<file path="src/rtl/cal_trig_pkg.sv">
package cal_trig_pkg;

  typedef enum logic [1:0] {
    ST_IDLE = 2'd0,
    ST_WAIT = 2'd1,
    ST_FIRE = 2'd2
  } fire_state_e;

  localparam int unsigned SYNC_STAGES = 2;

endpackage

</file>
<file path="src/rtl/cal_sync.sv">
module cal_sync #(
  parameter int unsigned W = 1
) (
  input  logic         clk,
  input  logic         rst_n,
  input  logic [W-1:0] d_i,
  output logic [W-1:0] q_o
);

  genvar b;
  generate
    for (b = 0; b < W; b++) begin : g_bit
      logic meta_q, stab_q;
      always_ff @(posedge clk or negedge rst_n) begin
        if (!rst_n) begin
          meta_q <= 1'b0;
          stab_q <= 1'b0;
        end else begin
          meta_q <= d_i[b];
          stab_q <= meta_q;
        end
      end
      assign q_o[b] = stab_q;
    end
  endgenerate

endmodule

</file>
<file path="src/rtl/cal_event_detect.sv">
module cal_event_detect (
  input  logic       clk,
  input  logic       rst_n,
  input  logic [1:0] mb_s,
  input  logic       gate_s,
  input  logic       en_s,
  output logic       evt_o
);

  logic cal_ok;
  logic cal_q;

  assign cal_ok = mb_s[0] & ~mb_s[1] & gate_s & en_s;

  always_ff @(posedge clk or negedge rst_n) begin
    if (!rst_n) cal_q <= 1'b0;
    else        cal_q <= cal_ok;
  end

  assign evt_o = cal_ok & ~cal_q;


  onset_single_chk: assert property (@(posedge clk) disable iff (!rst_n)
    evt_o |=> !evt_o);

endmodule

</file>
<file path="src/rtl/cal_fire_seq.sv">
module cal_fire_seq
  import cal_trig_pkg::*;
#(
  parameter int unsigned DLY_W   = 12,
  parameter int unsigned PULSE_W = 200,
  parameter int unsigned HOLDOFF = 10000
) (
  input  logic             clk,
  input  logic             rst_n,
  input  logic             evt_i,
  input  logic             veto_i,
  input  logic [DLY_W-1:0] delay_i,
  output logic             trig_n_o,
  output logic             drop_o
);

  localparam int unsigned PW_W = $clog2(PULSE_W + 1);
  localparam int unsigned HO_W = $clog2(HOLDOFF + 1);

  fire_state_e      st_q, st_n;
  logic [DLY_W-1:0] dly_q, dly_n;
  logic [PW_W-1:0]  pw_q, pw_n;
  logic [HO_W-1:0]  ho_q, ho_n;
  logic             drop_q, drop_n;

  always_comb begin
    st_n   = st_q;
    dly_n  = dly_q;
    pw_n   = pw_q;
    ho_n   = (ho_q != '0) ? ho_q - 1'b1 : '0;
    drop_n = 1'b0;
    unique case (st_q)
      ST_IDLE: begin
        if (evt_i) begin
          if (!veto_i && ho_q == '0) begin
            st_n  = ST_WAIT;
            dly_n = delay_i;
          end else begin
            drop_n = 1'b1;
          end
        end
      end
      ST_WAIT: begin
        if (evt_i) drop_n = 1'b1;
        if (veto_i) begin
          st_n   = ST_IDLE;
          drop_n = 1'b1;
        end else if (dly_q == '0) begin
          st_n = ST_FIRE;
          pw_n = PW_W'(PULSE_W - 1);
          ho_n = HO_W'(HOLDOFF - 1);
        end else begin
          dly_n = dly_q - 1'b1;
        end
      end
      ST_FIRE: begin
        if (evt_i) drop_n = 1'b1;
        if (pw_q == '0) st_n = ST_IDLE;
        else            pw_n = pw_q - 1'b1;
      end
      default: st_n = ST_IDLE;
    endcase
  end

  always_ff @(posedge clk or negedge rst_n) begin
    if (!rst_n) begin
      st_q   <= ST_IDLE;
      dly_q  <= '0;
      pw_q   <= '0;
      ho_q   <= '0;
      drop_q <= 1'b0;
    end else begin
      st_q   <= st_n;
      dly_q  <= dly_n;
      pw_q   <= pw_n;
      ho_q   <= ho_n;
      drop_q <= drop_n;
    end
  end

  assign trig_n_o = (st_q != ST_FIRE);
  assign drop_o   = drop_q;

  logic [PW_W:0] low_run_q;
  always_ff @(posedge clk or negedge rst_n) begin
    if (!rst_n)              low_run_q <= '0;
    else if (st_q == ST_FIRE) low_run_q <= low_run_q + 1'b1;
    else                     low_run_q <= '0;
  end


  fire_after_delay_chk: assert property (@(posedge clk) disable iff (!rst_n)
    (st_q == ST_FIRE && $past(st_q) != ST_FIRE) |->
      ($past(st_q) == ST_WAIT && $past(dly_q) == '0));


  pulse_width_chk: assert property (@(posedge clk) disable iff (!rst_n)
    ($past(st_q) == ST_FIRE && st_q != ST_FIRE) |->
      low_run_q == (PW_W + 1)'(PULSE_W));


  holdoff_clear_chk: assert property (@(posedge clk) disable iff (!rst_n)
    (st_q == ST_WAIT && $past(st_q) == ST_IDLE) |-> $past(ho_q) == '0);


  veto_cancel_chk: assert property (@(posedge clk) disable iff (!rst_n)
    ($past(st_q) == ST_WAIT && $past(veto_i)) |-> (st_q == ST_IDLE && drop_o));


  veto_no_cut_chk: assert property (@(posedge clk) disable iff (!rst_n)
    ($past(st_q) == ST_FIRE && $past(pw_q) != '0) |-> st_q == ST_FIRE);

endmodule

</file>
<file path="src/rtl/cal_trig_gate.sv">
module cal_trig_gate #(
  parameter int unsigned DLY_W   = 12,
  parameter int unsigned PULSE_W = 200,
  parameter int unsigned HOLDOFF = 10000
) (
  input  logic             clk,
  input  logic             rst_n,
  input  logic [1:0]       mb_i,
  input  logic             gate_i,
  input  logic             ext_en_i,
  input  logic             veto_i,
  input  logic [DLY_W-1:0] delay_i,
  output logic             trig_n_o,
  output logic             drop_o
);

  localparam int unsigned NSYNC = 5;

  logic [NSYNC-1:0] raw, synced;
  logic             evt;

  assign raw = {veto_i, ext_en_i, gate_i, mb_i};

  cal_sync #(.W(NSYNC)) u_sync (
    .clk   (clk),
    .rst_n (rst_n),
    .d_i   (raw),
    .q_o   (synced)
  );

  cal_event_detect u_detect (
    .clk    (clk),
    .rst_n  (rst_n),
    .mb_s   (synced[1:0]),
    .gate_s (synced[2]),
    .en_s   (synced[3]),
    .evt_o  (evt)
  );

  cal_fire_seq #(
    .DLY_W   (DLY_W),
    .PULSE_W (PULSE_W),
    .HOLDOFF (HOLDOFF)
  ) u_seq (
    .clk      (clk),
    .rst_n    (rst_n),
    .evt_i    (evt),
    .veto_i   (synced[4]),
    .delay_i  (delay_i),
    .trig_n_o (trig_n_o),
    .drop_o   (drop_o)
  );

endmodule

</file>
<file path="config.mk">
export PLATFORM = sky130hd
export DESIGN_NAME = cal_trig_gate
export DESIGN_NICKNAME = d
export VERILOG_FILES = /design/src/rtl/cal_trig_pkg.sv /design/src/rtl/cal_sync.sv /design/src/rtl/cal_event_detect.sv /design/src/rtl/cal_fire_seq.sv /design/src/rtl/cal_trig_gate.sv
export SDC_FILE = /design/constraint.sdc
export NUM_CORES = 1
export LEC_CHECK = 0
export BUFFER_PORTS_ARGS = -buffer_cell sky130_fd_sc_hd__buf_2
export CORE_MARGIN = 2
export CORE_UTILIZATION = 38
export CTS_BUF_LIST = sky130_fd_sc_hd__clkbuf_8
export CTS_CLUSTER_DIAMETER = 60
export DETAILED_ROUTE_END_ITERATION = 8
export MAX_ROUTING_LAYER = met4
export PLACE_DENSITY = 0.55
export SYNTH_ARGS = -nofsm -noshare
export SYNTH_HDL_FRONTEND = slang
export SYNTH_SLANG_ARGS = --single-unit
export TNS_END_PERCENT = 20
</file>
<file path="constraint.sdc">
create_clock -name clk -period 3.2 [get_ports clk]
set_input_delay 0.32 -clock clk [delete_from_list [all_inputs] [get_ports clk]]
set_output_delay 0.32 -clock clk [all_outputs]
set_load 0.05 [all_outputs]
</file>
==> impl_metrics.json <==
{
  "outcome": "finished clean",
  "place_area_sq_um": 2520,
  "synth-async-reset-ratio_pct": 100,
  "powerDensity_nw_per_um2": 650,
  "yosysWarnings": 0,
  "wl_per_cell_um": 13.0,
  "hold_violations": 0,
  "critPathMaxFanout": 17,
  "tightestPinTransition_ns": 1.06,
  "finalNetCount": 280,
  "grt_overflow": 0,
  "core_area_sq_um": 5960,
  "crit_chain": "inv_1 > ha_1 > or3b_2 > or4_4 > a22oi_4 > inv_4 > o21a_1 > o22a_1",
  "wl_um": 4330,
  "drive_above_1_share_pct": 16.0,
  "clock_sinks": 48,
  "worstHoldPathCells": 1,
  "holdPathEnd": "u_sync.g_bit[2].meta_q",
  "start_kind": "flop",
  "slew_violations": 0,
  "clk_latency_ns": 0.30,
  "slew_headroom_pct": 29.1,
  "clk_path_buf_depth": 2,
  "initial_utilization_pct": 39.5,
  "grt_pass1_vias": 1628,
  "post_cts_resized": 0,
  "floorplan.die.height_um": 82.6,
  "place_inst": 324,
  "rsz0062_at_grt": "no",
  "r2r_slack_ns": 0.63,
  "period_share_pct": 80.3,
  "viasPerCell": 5.18,
  "min_period_ns": 2.57,
  "route.detailed.drc": 0,
  "path_clk_slew_ns": 0.09,
  "dr.pass1.iters": 4,
  "worst-endpoint-arrival_ns": 2.76,
  "r2r_end": "u_seq.dly_q[11]",
  "ys.flop_type": "dfrtp_1",
  "power_leakage_uw": 0.00117,
  "grt_max_degree": 49,
  "fin_tns_setup_ns": 0,
  "min_from": "gate_i",
  "r2r_start": "u_seq.dly_q[0]",
  "slowest_stage": "a22oi_4",
  "holdBufCountCts": 0,
  "syn-num-nets": 258,
  "setup_viol": 0,
  "ys_types": 49,
  "io_buffer_count": 20,
  "cts_tree": "yes",
  "multi_input_area_sq_um": 1060,
  "die_w_um": 82.6,
  "place_congestion": 0.758,
  "drt-initial-drc-count": 58,
  "cp_slowest_stage_delay_ns": 0.48,
  "globalRouteTotalUtil_pct": 14.8,
  "postCtsSetupBuffers": 0,
  "post_layout_nonfiller_instances": 332,
  "avgSynthCellArea_sq_um": 10.0,
  "hpwl_um": 2930,
  "ios": 21,
  "clockRootBuffer": "clkbuf_8",
  "design_area_sq_um": 2640,
  "hp-class": "input pin to flop",
  "reg2reg_depth": 8,
  "endpoint_kind": "flop",
  "antenna_found_initial": 0,
  "synth_edf_count": 0,
  "diodes": 0,
  "worst-setup-path-type": "flop to flop",
  "cts-buffers-inserted": 5,
  "rows": 28,
  "nFillCells": 609,
  "grt_pass1_wl_um": 7600,
  "whs_ns": 0.122,
  "cap_violations": 0,
  "final_core_util_pct": 44.3,
  "syn_inst": 234,
  "h-tree-depth": 2,
  "ir_worst_vdd_v": 0.000250,
  "regArea_sq_um": 1200,
  "syn_to_final_growth_pct": 12.4,
  "synth_area_sq_um": 2350,
  "vias": 1719,
  "antenna_left": 0,
  "die-area_sq_um": 6830,
  "fmax_ghz": 0.389,
  "ys_ff_latch": 48,
  "synth_seq_area_share_pct": 51.1,
  "cp.required_ns": 3.39,
  "clock-skew-final_ns": 0.00374
}
-- per-stage QoR --
| step | setup WS [ns] | total power, uW |
|---|---|---|
| after floorplan | 0.929 | 1180 |
| after global placement | 0.679 | 1270 |
| after detailed placement | 0.633 | 1280 |
| after CTS | 0.618 | 1740 |
| after global routing | 0.516 | 1840 |
| final | 0.631 | 1720 |
-- Yosys cell counts (4+ instances only) --
master / number / area (sq um)
or3_1: 4 / 25.0
clkbuf_1: 6 / 22.5
nor3_1: 13 / 65.1
nand2b_1: 6 / 37.5
o22a_1: 5 / 43.8
a21oi_1: 10 / 50.1
nor2_1: 32 / 120
dfrtp_1: 48 / 1200
ha_1: 5 / 62.6
xnor2_1: 7 / 61.3
nand2_1: 9 / 33.8
o21ai_0: 23 / 115
inv_1: 12 / 45.0
-- flip-flops by register name, indices dropped and copies added, names as in the netlist --
register / count
u_detect.cal_q: 1
u_seq.pw_q: 8
u_seq.drop_o: 1
u_seq.dly_q: 12
u_sync.g_bit.meta_q: 5
u_seq.st_q: 2
u_seq.ho_q: 14
u_sync.g_bit.stab_q: 5
-- worst max-delay path: cells and delay by family (launching register included) --
kind,cells,cell delay (ns)
buf+inv,2,0.23
fa+ha+maj,1,0.15
flops,1,0.39
compound gates,3,0.78
simple gates,2,0.91
-- cells in the final DEF (no fill, tap or decap), types with 5 or more instances in the layout --
cell type  instances
xnor2_1            7
nor3_1            13
ha_1               5
nor2_1            32
a21oi_1           10
o22a_1             5
buf_2             20
dfrtp_1           48
inv_1             12
nand2_1            9
clkbuf_8           5
nand2b_1           6
o21ai_0           23
-- routing by layer --
layer  vias up  GRT usage [%]  part of all wire, %
met5         -              -                    0
met2        21           22.7                   46
met4         0           3.93                 0.49
met3         2           2.93                  3.1
li1        882              -                    -
met1       814           20.3                   51
-- how the worst max path moves through the flow --
stage | from | cells past startpoint | to | slack [ns]
after CTS | u_seq.dly_q[0] | 8 | u_seq.dly_q[11] | 0.62
final | u_seq.dly_q[0] | 8 | u_seq.dly_q[11] | 0.63
after global placement | u_seq.dly_q[0] | 8 | u_seq.dly_q[10] | 0.68
after global routing | u_seq.dly_q[1] | 8 | u_seq.dly_q[11] | 0.52
after floorplan | u_seq.dly_q[7] | 6 | u_seq.pw_q[5] | 0.93
after detailed placement | u_seq.dly_q[0] | 8 | u_seq.dly_q[11] | 0.63
-- power breakdown --
part           switching [uW]  internal [uW]
combinational             180            185
sequential                146            752
clock                     215            236
total                     542           1170
-- area by class of cell --
class / count / share of cell area [%]
multi-input combinational: 165 / 40.0
sequential: 48 / 45.5
tap: 75 / 3.55
inverter: 13 / 1.94
clock buffer: 5 / 2.61
timing repair buffer: 23 / 4.64
clock inverter: 3 / 1.75
-- kinds of logic after synthesis --
family / after synthesis / share of synthesized area, %
and+or+nand+nor: 84 / 19.4
buffers and inverters: 21 / 3.94
xor gates and xnor gates: 10 / 3.73
adders and majority gates: 5 / 2.66
AOI/OAI and AO/OA: 65 / 18.7
DFF: 48 / 51.1
muxes: 1 / 0.426
(Power assumes the default switching activity.)
